[src/rtl/cvg_pkg.sv]
package cvg_pkg;

  typedef enum logic {
    ARR_TAG  = 1'b0,
    ARR_DATA = 1'b1
  } arr_sel_e;

  typedef struct packed {
    logic tagWe;
    logic dataWe;
    logic respValid;
    logic respRead;
    logic respData;
    logic respZero;
  } gate_strobes_t;

endpackage

[src/rtl/cvg_ctrl.sv]
module cvg_ctrl
  import cvg_pkg::*;
(
  input  logic          clk,
  input  logic          rstN,
  input  logic          reqValid,
  input  logic          reqWrite,
  input  logic          reqSel,
  input  logic          anyXo,
  output gate_strobes_t strb
);

  arr_sel_e sel;
  logic isWrite;
  logic isRead;
  logic ackQ;
  logic readQ;
  logic dataQ;
  logic zeroQ;

  always_comb begin
    sel     = arr_sel_e'(reqSel);
    isWrite = reqValid && reqWrite;
    isRead  = reqValid && !reqWrite;
  end

  // Decision latched with the request; the response cycle ignores anyXo.
  always_ff @(posedge clk) begin
    if (!rstN) begin
      ackQ  <= 1'b0;
      readQ <= 1'b0;
      dataQ <= 1'b0;
      zeroQ <= 1'b0;
    end else begin
      ackQ  <= reqValid;
      readQ <= isRead;
      dataQ <= (sel == ARR_DATA);
      zeroQ <= anyXo && (sel == ARR_DATA);
    end
  end

  always_comb begin
    strb.tagWe     = isWrite && (sel == ARR_TAG)  && !anyXo;
    strb.dataWe    = isWrite && (sel == ARR_DATA) && !anyXo;
    strb.respValid = ackQ;
    strb.respRead  = readQ;
    strb.respData  = dataQ;
    strb.respZero  = zeroQ;
  end

endmodule

[src/rtl/cvg_datapath.sv]
module cvg_datapath
  import cvg_pkg::*;
#(
  parameter int IDX_W  = 6,
  parameter int TAG_W  = 20,
  parameter int DATA_W = 32
) (
  input  gate_strobes_t     strb,
  input  logic [IDX_W-1:0]  reqIndex,
  input  logic [DATA_W-1:0] reqWdata,
  input  logic [TAG_W-1:0]  tagRdata,
  input  logic [DATA_W-1:0] dataRdata,
  output logic              tagWe,
  output logic              dataWe,
  output logic [IDX_W-1:0]  arrIndex,
  output logic [TAG_W-1:0]  tagWdata,
  output logic [DATA_W-1:0] dataWdata,
  output logic              ackValid,
  output logic [DATA_W-1:0] rdData
);

  always_comb begin
    tagWe     = strb.tagWe;
    dataWe    = strb.dataWe;
    arrIndex  = reqIndex;
    tagWdata  = reqWdata[TAG_W-1:0];
    dataWdata = reqWdata;
    ackValid  = strb.respValid;
  end

  always_comb begin
    rdData = '0;
    if (strb.respRead && !strb.respZero) begin
      if (strb.respData) rdData = dataRdata;
      else               rdData[TAG_W-1:0] = tagRdata;
    end
  end

endmodule

[src/rtl/cache_view_gate.sv]
module cache_view_gate
  import cvg_pkg::*;
#(
  parameter int IDX_W  = 6,
  parameter int TAG_W  = 20,
  parameter int DATA_W = 32
) (
  input  logic              clk,
  input  logic              rstN,
  input  logic              reqValid,
  input  logic              reqWrite,
  input  logic              reqSel,
  input  logic [IDX_W-1:0]  reqIndex,
  input  logic [DATA_W-1:0] reqWdata,
  input  logic              anyXo,
  input  logic [TAG_W-1:0]  tagRdata,
  input  logic [DATA_W-1:0] dataRdata,
  output logic              tagWe,
  output logic              dataWe,
  output logic [IDX_W-1:0]  arrIndex,
  output logic [TAG_W-1:0]  tagWdata,
  output logic [DATA_W-1:0] dataWdata,
  output logic              ackValid,
  output logic [DATA_W-1:0] rdData
);

  gate_strobes_t strb;

  cvg_ctrl u_ctrl (
    .clk      (clk),
    .rstN     (rstN),
    .reqValid (reqValid),
    .reqWrite (reqWrite),
    .reqSel   (reqSel),
    .anyXo    (anyXo),
    .strb     (strb)
  );

  cvg_datapath #(
    .IDX_W  (IDX_W),
    .TAG_W  (TAG_W),
    .DATA_W (DATA_W)
  ) u_dp (
    .strb      (strb),
    .reqIndex  (reqIndex),
    .reqWdata  (reqWdata),
    .tagRdata  (tagRdata),
    .dataRdata (dataRdata),
    .tagWe     (tagWe),
    .dataWe    (dataWe),
    .arrIndex  (arrIndex),
    .tagWdata  (tagWdata),
    .dataWdata (dataWdata),
    .ackValid  (ackValid),
    .rdData    (rdData)
  );

endmodule

[config.mk]
export PLATFORM = sky130hd
export DESIGN_NAME = cache_view_gate
export DESIGN_NICKNAME = d
export VERILOG_FILES = /design/src/rtl/cvg_pkg.sv /design/src/rtl/cvg_ctrl.sv /design/src/rtl/cvg_datapath.sv /design/src/rtl/cache_view_gate.sv
export SDC_FILE = /design/constraint.sdc
export NUM_CORES = 1
export LEC_CHECK = 0
export BUFFER_PORTS_ARGS = -buffer_cell sky130_fd_sc_hd__clkbuf_2
export CAP_MARGIN = 0
export CORE_AREA = 4 4 72 74
export DETAILED_ROUTE_END_ITERATION = 8
export DIE_AREA = 0 0 76 78
export PLACE_DENSITY = 0.8
export SYNTH_ARGS = -nofsm -noshare
export SYNTH_HDL_FRONTEND = slang
export SYNTH_HIERARCHICAL = 1
export SYNTH_SLANG_ARGS = --single-unit
[constraint.sdc]
create_clock -name clk -period 2.4 [get_ports clk]
set_input_delay 0.48 -clock clk [delete_from_list [all_inputs] [get_ports clk]]
set_output_delay 0.48 -clock clk [all_outputs]
set_load 0.02 [all_outputs]
==> reports/summary.log, run 1 <==
qor: timing.worst-slew-pin-transition 699 ps
qor: yosys.synth_area_leaders buf_4 (46%), mux2i_1 (19%), dfxtp_1 (7.6%)
qor: critical_path.timing.critical_path.arrival 1410 ps
qor: finish.n_antenna_cell 0
qor: cts.cts-buffers-inserted 3
qor: yosys.synthDominantCellAreaShare 46.1%
qor: cts.ctsHoldBuffers 0
qor: floorplanning.die-width 76 um
qor: yosys.synth_seq_area_share 7.57%
qor: place.io_buffers 92
qor: outcome.outcome completed
qor: cts.cts_root_buffer clkbuf_8
qor: grt.grt.total_usage 8.63%
qor: drt.route.final.wire_length 2.77 mm
qor: critical_path.critPathCaptureType output port
qor: cts.tritoncts done
qor: critical_path.criticalPathCategory reg -> out
qor: cts.max-clock-path-buffers 2
qor: floorplanning.die_area 0.00593 sq mm
qor: drt.via_count 914
qor: power.p_total 0.000335 W
qor: power.power_leakage 0.669 nW
qor: grt.gr-max-usage-layer met2
qor: grt.first_global_vias 917
qor: critical_path.crit_required 1920 ps
qor: cts.postCtsSetupRepairBufs 0
qor: drt.post_route_ant_nets 0
qor: floorplanning.start_util 23.0%
qor: yosys.synth-warning-count 6
qor: place.place_congestion 0.723
qor: timing.hold_viol_final 0
qor: timing.setup_viol_count_final 0
qor: run.maxCapViolCount 0
qor: cts.postCtsResizedCells 0
qor: cts.ctsHtreeMaxLevel 1
qor: cts.clkSlewWorstSetupHoldPaths 30 ps
qor: timing.max_freq 0.528 GHz
qor: drt.tritonroute_pass_1_iters 4
qor: grt.fraction_of_met1_tracks_used_by_global_routing 6.99%
qor: yosys.ys_ff_latch 4
qor: finish.area_growth_from_synthesis_to_final_layout 1.65%
qor: finish.final_design_area_no_fill 0.00108 sq mm
qor: yosys.synth_cells 136
qor: critical_path.crit_fanout 20
qor: timing.maxSlewHeadroom 53.4%
qor: yosys.netlist_area 0.00106 sq mm
qor: cts.cts_num_sinks 4
qor: grt.grt_max_degree 33
qor: critical_path.startpoint_type flip-flop
qor: timing.finalCritPeriodShare 78.9%
qor: yosys.synthesis.nets 232
qor: worst_hold_path.hold_depth 2
qor: yosys.synthesis.area_per_instance 7.78 sq um
qor: finish.layout.nets 258
qor: finish.drive_above_1_share 63.1%
qor: power.power_density 311 mW/mm^2
qor: finish.layout_common_cells clkbuf_2 (92), mux2i_1 (20), nor2_1 (20)
qor: drt.detailedRoute.firstIterationViolations 5
qor: grt.grtUsageMet3 5.57%
qor: finish.layout.cells.most_common clkbuf_2
qor: yosys.synth_top_area_cell buf_4
qor: power.irDropWorstVdd 0.111 mV
qor: grt.global_route.usage.met2 14.0%
qor: drt.vias_per_cell 4.27
qor: timing.drv_slew 0
qor: timing.setup_repair_after_global_routing_missed_its_margin false
qor: yosys.synth.lib_cells_used.distinct 16
qor: drt.wl_per_cell 12.9 um
qor: timing.final_period_minus_worst_setup_slack 1890 ps
qor: grt.grt_total_ovfl 0
qor: timing.setup-tns-final 0 ps
qor: worst_hold_path.holdCritPathClass in -> reg
qor: place.placement.cell_area 0.00103 sq mm
qor: floorplanning.dieHeight 78 um
qor: drt.drc 0
qor: grt.grt_pass1_wl 4.24 mm
qor: floorplanning.floorplan.core_area 0.00460 sq mm
qor: place.dp.final_hpwl 2.42 mm
qor: floorplanning.fp-row-count 25
qor: grt.initial_antenna_violation_count 0
qor: floorplanning.pin_count 189
## flip-flops by register name (all words and copies together) (netlist names)
name / cells
u_ctrl/ackQ: 1
u_ctrl/dataQ: 1
u_ctrl/readQ: 1
u_ctrl/zeroQ: 1
## layer usage
metal	vias to the layer above	part of all wire, %
li1	423	-
met1	377	30
met2	86	45
met3	28	19
met4	0	5.6
met5	-	0
## kinds of logic (layout without fill, tap and decap cells)
family | count (synthesis) | after routing | share of synthesized area, %
buffers and inverters | 72 | 96 | 52.8
DFF | 4 | 4 | 7.57
muxes | 20 | 20 | 18.9
and+or+nand+nor | 40 | 40 | 20.7
## power breakdown
group          leakage (nW)  switching, W  internal, W  total [W]
Combinational         0.615     0.0000601    0.0000646   0.000125
Sequential           0.0331   0.000000940    0.0000702  0.0000711
Clock                0.0216     0.0000323     0.000107   0.000139
## cell type report
type	instances	area, sq um
clock buffer	3	41.3
fill	496	3520
timing repair buffer	93	468
tap	54	67.6
multi-input combinational	60	419
sequential	4	80.1
## cells in the mapped netlist
master    number
and3_1        12
and2_1         1
dfxtp_1        4
and3_2         1
and4b_2        1
buf_2          4
buf_12         2
and4bb_2       1
nor2b_2        1
buf_6          1
mux2i_1       20
nand2b_1       1
buf_4         65
and2_2         1
and3b_1        1
nor2_1        20
## through the flow
stage	std cells	worst slack, ps	hold WS, ps	util (%)
final	214	507	503	23.4
after global routing	214	293	525	23.4
after CTS	214	442	500	23.4
after detailed placement	211	659	724	22.5
after global placement	211	726	718	22.5
after floorplan	136	868	602	-
## worst paths after layout
check,from,to,slack [ps]
worst max-delay path,u_ctrl/zeroQ,rdData[5],510
worst min-delay path,reqValid,u_ctrl/ackQ,500
## worst max-delay path, cell delays in order, from the launching register on
cell and delay, ps:
dfxtp_1 320, nand2b_1 560, nor2_1 120, clkbuf_2 190
No activity file was read; power rests on OpenSTA's default activity.
==> run 2: changes to the inputs <==
Clock period 2.4 ns to 1.83 ns, I/O delays scaled along.
==> run 2 against run 1 <==
Effect of this change:
- power up 32%
- combinational power up 32%
- setup slack worse by 320 ps
- global-route usage down 0.30 points
- first-iteration DRC count up 120%
- routed wire length up 0.18%
- sequential share of layout area down 0.10 points
- largest cell class unchanged
==> reports/summary.log, run 2 (synthesis results as in run 1) <==
qor: timing.maxSlewHeadroom 74.3%
qor: critical_path.crit_fanout 12
qor: timing.final_period_minus_worst_setup_slack 1640 ps
qor: critical_path.critPathCaptureType output port
qor: cts.cts-buffers-inserted 3
qor: power.p_total 0.000440 W
qor: place.place_congestion 0.690
qor: cts.postCtsResizedCells 0
qor: cts.ctsHoldBuffers 0
qor: timing.finalCritPeriodShare 89.8%
qor: worst_hold_path.hold_depth 2
qor: cts.clkSlewWorstSetupHoldPaths 30 ps
qor: critical_path.crit_required 1460 ps
qor: cts.tritoncts done
qor: cts.max-clock-path-buffers 2
qor: timing.setup_repair_after_global_routing_missed_its_margin false
qor: worst_hold_path.holdCritPathClass in -> reg
qor: grt.grt_max_degree 33
qor: drt.route.final.wire_length 2.78 mm
qor: timing.max_freq 0.608 GHz
qor: grt.grt_total_ovfl 0
qor: floorplanning.fp-row-count 25
qor: drt.wl_per_cell 13.0 um
qor: drt.vias_per_cell 4.09
qor: grt.grt.total_usage 8.34%
qor: power.sw_frac_of_total 27.4%
qor: power.power_report.internal_total 0.000320 W
qor: drt.drc 0
qor: grt.grt_pass1_wl 4.07 mm
qor: timing.setup-tns-final 0 ps
qor: power.seq_power_share 21.4%
qor: floorplanning.start_util 23.0%
qor: floorplanning.die_area 0.00593 sq mm
qor: floorplanning.floorplan.core_area 0.00460 sq mm
qor: floorplanning.dieHeight 78 um
qor: power.power_density 404 mW/mm^2
qor: power.power_leakage 0.673 nW
qor: power.comb_power_share 37.6%
qor: finish.n_antenna_cell 0
qor: critical_path.startpoint_type flip-flop
qor: floorplanning.die-width 76 um
qor: timing.drv_slew 0
qor: critical_path.crit_path_max_incr_delay 360 ps
qor: cts.ctsHtreeMaxLevel 1
qor: timing.setup_viol_count_final 0
qor: critical_path.path_cells nor2b_2 > and3_1 > clkbuf_2
qor: run.maxCapViolCount 0
qor: place.dp.final_hpwl 2.40 mm
qor: floorplanning.pin_count 189
qor: grt.first_global_vias 857
qor: place.io_buffers 92
qor: critical_path.criticalPathCategory reg -> out
qor: finish.filler_cell_count 498
qor: finish.drive_above_1_share 63.7%
qor: drt.via_count 876
qor: grt.initial_antenna_violation_count 0
qor: cts.postCtsSetupRepairBufs 0
qor: cts.cts_root_buffer clkbuf_8
qor: finish.layout.nets 258
qor: timing.hold_viol_final 0
qor: power.p_sw 0.000121 W
qor: cts.cts_num_sinks 4
qor: critical_path.critPathSlowestCell nor2b_2
qor: power.irDropWorstVdd 0.133 mV
qor: drt.post_route_ant_nets 0
qor: finish.layout_common_cells clkbuf_2 (92), mux2i_1 (20), nor2_1 (20)
qor: power.p_clk_share 41.0%
qor: outcome.outcome completed
qor: finish.layout.cells.most_common clkbuf_2
qor: timing.worst-slew-pin-transition 385 ps
qor: drt.tritonroute_pass_1_iters 3
qor: critical_path.timing.critical_path.arrival 1280 ps
qor: finish.area_growth_from_synthesis_to_final_layout 3.07%
qor: drt.detailedRoute.firstIterationViolations 11
run 2: worst paths after layout:
path / slack (ps) / to / from
worst max-delay path: 190 / rdData[26] / u_ctrl/readQ
worst min-delay path: 390 / u_ctrl/ackQ / reqValid
run 2: power groups by stage:
| stage | logic [W] | registers [W] | clock network, W |
|---|---|---|---|
| after floorplan | 0.000288 | 0.0000939 | 0 |
| after global placement | 0.000164 | 0.0000952 | 0 |
| after detailed placement | 0.000167 | 0.0000954 | 0 |
| after CTS | 0.000167 | 0.0000942 | 0.000188 |
| after global routing | 0.000183 | 0.0000948 | 0.000196 |
| final | 0.000165 | 0.0000942 | 0.000181 |
run 2: routing by layer:
layer	vias to the layer above	part of all wire (%)	track usage, %
li1	424	-	-
met1	332	27	5.94
met2	90	45	13.8
met3	30	22	6.15
met4	0	6.3	8.19
met5	-	0	0
run 2: per-stage QoR:
step | instances | setup WS (ps) | utilization (%) | instance area, sq um | hold WS [ps]
after floorplan | 136 | 412 | - | 1060 | 488
after global placement | 211 | 291 | 22.8 | 1050 | 604
after detailed placement | 211 | 240 | 22.8 | 1050 | 607
after CTS | 214 | 5.00 | 23.7 | 1090 | 386
after global routing | 214 | 76.9 | 23.7 | 1090 | 396
final | 214 | 186 | 23.7 | 1090 | 391
run 2: worst max-delay path, delay by kind of cell, from the launching register on:
family	cells	cell delay, ps
and+or+nand+nor	2	570
DFF	1	330
buffers and inverters	1	160
run 2: area by class of cell:
class                           count  area (sq um)  area share (%)
Tap cell                           54          67.6            6.19
Clock buffer                        3          41.3            3.78
Sequential cell                     4          80.1            7.34
Multi-Input combinational cell     60           422            38.6
Timing Repair Buffer               93           480            44.0
==> run 3: changes to the inputs <==
Settings changed: ABC_AREA set to 1, CTS_CLUSTER_SIZE set to 16, PLACE_DENSITY 0.8 to 0.81.
==> run 3 against run 2 <==
Effect of this change:
- cell area increased by 2.6%
- via count increased by 19%
- power increased by 1.7%
- utilization increased by 0.63 points
- clock-buffer cell count unchanged
- hold slack got worse by 59 ps
- synthesized cell count increased by 31%
- global-route usage increased by 0.97 points
- area after synthesis increased by 3.1%
- critical path type unchanged
==> reports/summary.log, run 3 <==
qor: outcome.outcome completed
qor: cts.cts_root_buffer clkbuf_8
qor: critical_path.critPathCaptureType output port
qor: power.p_clk_share 39.9%
qor: grt.grt_max_degree 33
qor: timing.drv_slew 0
qor: yosys.synth_compound_area_share 11.6%
qor: timing.worst-slew-pin-transition 352 ps
qor: yosys.synth_enable_flop_cells 0
qor: floorplanning.die-width 76 um
qor: timing.hold_viol_final 0
qor: critical_path.timing.critical_path.arrival 1270 ps
qor: timing.setup-tns-final 0 ps
qor: critical_path.startpoint_type flip-flop
qor: finish.multi_input_area 417 sq um
qor: yosys.synth.lib_cells_used.distinct 13
qor: power.seq_power_share 21.7%
qor: timing.maxSlewHeadroom 76.5%
qor: power.sw_frac_of_total 30.6%
qor: grt.fraction_of_met1_tracks_used_by_global_routing 7.47%
qor: floorplanning.start_util 23.7%
qor: yosys.yosysMostFrequentCell buf_4
qor: yosys.synthAdderAreaFrac 0%
qor: yosys.post_synth_mux_area_share 0%
qor: critical_path.crit_fanout 25
qor: timing.max_freq 0.612 GHz
qor: yosys.share_of_flip_flops_with_an_asynchronous_set_or_reset 0%
qor: place.place_congestion 0.676
qor: critical_path.crit_required 1460 ps
qor: cts.clkSlewWorstSetupHoldPaths 30 ps
qor: grt.initial_antenna_violation_count 0
qor: floorplanning.fp-row-count 25
qor: drt.post_route_ant_nets 0
qor: timing.final_period_minus_worst_setup_slack 1630 ps
qor: floorplanning.dieHeight 78 um
qor: floorplanning.pin_count 189
qor: yosys.synth_top_family_by_area buffers and inverters
qor: power.power_leakage 0.654 nW
qor: drt.detailedRoute.firstIterationViolations 30
qor: drt.tritonroute_pass_1_iters 4
qor: finish.layout.nets 299
qor: cts.cts-buffers-inserted 3
qor: finish.area_growth_from_synthesis_to_final_layout 2.64%
qor: cts.ctsHtreeMaxLevel 1
qor: grt.grt.total_usage 9.31%
qor: yosys.synthesis.area_per_instance 6.13 sq um
qor: drt.via_count 1,045
qor: yosys.yosys-top-cells-count buf_4 (67), nand2_1 (54), nor2_1 (15), a21oi_1 (13), a21oi_2 (7)
qor: critical_path.cp-endpoint rdData[0]
qor: yosys.yosys.area_share.xor_xnor 0%
qor: yosys.synthesis.nets 274
qor: finish.layout_common_cells clkbuf_2 (92), nand2_1 (54), nor2_1 (15)
qor: place.io_buffers 92
qor: cts.max-clock-path-buffers 2
qor: grt.grtUsageMet3 7.42%
qor: finish.drive_above_1_share 55.7%
qor: drt.route.final.wire_length 2.98 mm
qor: floorplanning.floorplan.core_area 0.00460 sq mm
qor: yosys.top_ff_cell_synth dfxtp_1
qor: drt.vias_per_cell 4.10
qor: yosys.synth_cells 178
qor: finish.filler_cell_count 539
qor: cts.cts_num_sinks 4
qor: cts.tritoncts done
qor: yosys.ys_ff_latch 4
qor: grt.grt_pass1_wl 4.72 mm
qor: floorplanning.die_area 0.00593 sq mm
qor: yosys.synth_top_area_cell buf_4
qor: yosys.synthDominantCellAreaShare 46.1%
qor: power.irDropWorstVdd 0.487 mV
qor: yosys.synth_area_leaders buf_4 (46%), nand2_1 (19%), dfxtp_1 (7.3%)
qor: finish.n_antenna_cell 0
qor: power.power_density 400 mW/mm^2
qor: critical_path.critical_path.startpoint u_ctrl/dataQ
qor: yosys.synth_seq_area_share 7.34%
qor: drt.wl_per_cell 11.7 um
qor: grt.grt_total_ovfl 0
qor: yosys.synth-warning-count 6
qor: grt.first_global_vias 1,017
qor: run.maxCapViolCount 0
qor: finish.core_utilization_of_the_finished_layout 24.4%
qor: critical_path.criticalPathCategory reg -> out
qor: worst_hold_path.holdCritPathClass in -> reg
qor: grt.gr-max-usage-layer met2
qor: power.p_sw 0.000137 W
qor: yosys.synth_simple_gate_area_share 26.6%
qor: finish.layout.cells.most_common clkbuf_2
qor: power.power_report.internal_total 0.000311 W
qor: timing.setup_repair_after_global_routing_missed_its_margin false
qor: timing.setup_viol_count_final 0
qor: drt.drc 0
qor: cts.ctsHoldBuffers 0
qor: finish.regArea 81.3 sq um
qor: place.dp.final_hpwl 2.60 mm
qor: yosys.netlist_area 0.00109 sq mm
qor: grt.global_route.usage.met2 15.8%
qor: power.comb_power_share 38.4%
qor: cts.postCtsSetupRepairBufs 0
qor: timing.finalCritPeriodShare 89.3%
==> run 3: cell count changes in the layout (fill, tap and decap cells not counted), sizes merged, moves of 2 or more <==
cell / change
mux2i: -20
and2: -2
a21oi: +20
nor2: -4
inv: +6
nand2: +58
and3: -13
==> run 3: worst min path at each step <==
stage / from / end / slack, ps / cells after the start
4_1_cts: reqWrite / u_ctrl/readQ / 330 / 2
2_1_floorplan: reqWrite / u_ctrl/readQ / 440 / 1
3_3_place_gp: reqWrite / u_ctrl/readQ / 550 / 2
5_1_grt: reqWrite / u_ctrl/readQ / 340 / 2
6_report: reqWrite / u_ctrl/readQ / 330 / 2
3_5_place_dp: reqWrite / u_ctrl/readQ / 550 / 2
==> run 3: kinds of logic after synthesis <==
kind of cell | count (synthesis)
buf+inv | 80
compound gates | 20
simple gates | 74
flops | 4
==> run 3: metrics by stage <==
stage	hold WS [ps]	total power [W]	area (sq um)	instances	setup slack (ps)
finish	332	0.000448	1120	255	196
global route	342	0.000483	1120	255	95.2
CTS	328	0.000457	1120	255	42.0
detailed placement	551	0.000272	1080	252	270
global placement	550	0.000268	1080	252	331
floorplan	438	0.000387	1090	178	391
==> run 3: critical path: stages (launching register included) <==
cell	delay [ps]
dfxtp_2	450
buf_12	200
nand2_1	60
a21oi_1	150
clkbuf_2	190
==> run 3: power groups by stage <==
| stage | combinational [W] | clock (W) | sequential, W |
|---|---|---|---|
| 6_report | 0.000172 | 0.000179 | 0.0000970 |
| 5_1_grt | 0.000194 | 0.000192 | 0.0000977 |
| 4_1_cts | 0.000175 | 0.000185 | 0.0000967 |
| 3_5_place_dp | 0.000174 | 0 | 0.0000979 |
| 3_3_place_gp | 0.000170 | 0 | 0.0000974 |
| 2_1_floorplan | 0.000293 | 0 | 0.0000939 |
==> run 3: area by class of cell <==
cell class,instances,area share (%)
inverter,6,2.23
multi-input combinational,94,37.2
clock buffer,3,3.69
timing repair buffer,94,43.6
tap,54,6.03
sequential,4,7.26
==> run 3: layer usage <==
| layer | vias to the layer above | routed length (um) |
|---|---|---|
| met1 | 422 | 857 |
| met3 | 17 | 625 |
| li1 | 520 | - |
| met4 | 0 | 99 |
| met5 | - | 0 |
| met2 | 86 | 1400 |
==> run 3: repair_timing <==
action | 4_1_cts | 5_1_grt
resized for setup | 0 | 1
setup endpoints to repair | 0 | 12
endpoints found under the hold margin | 0 | 0
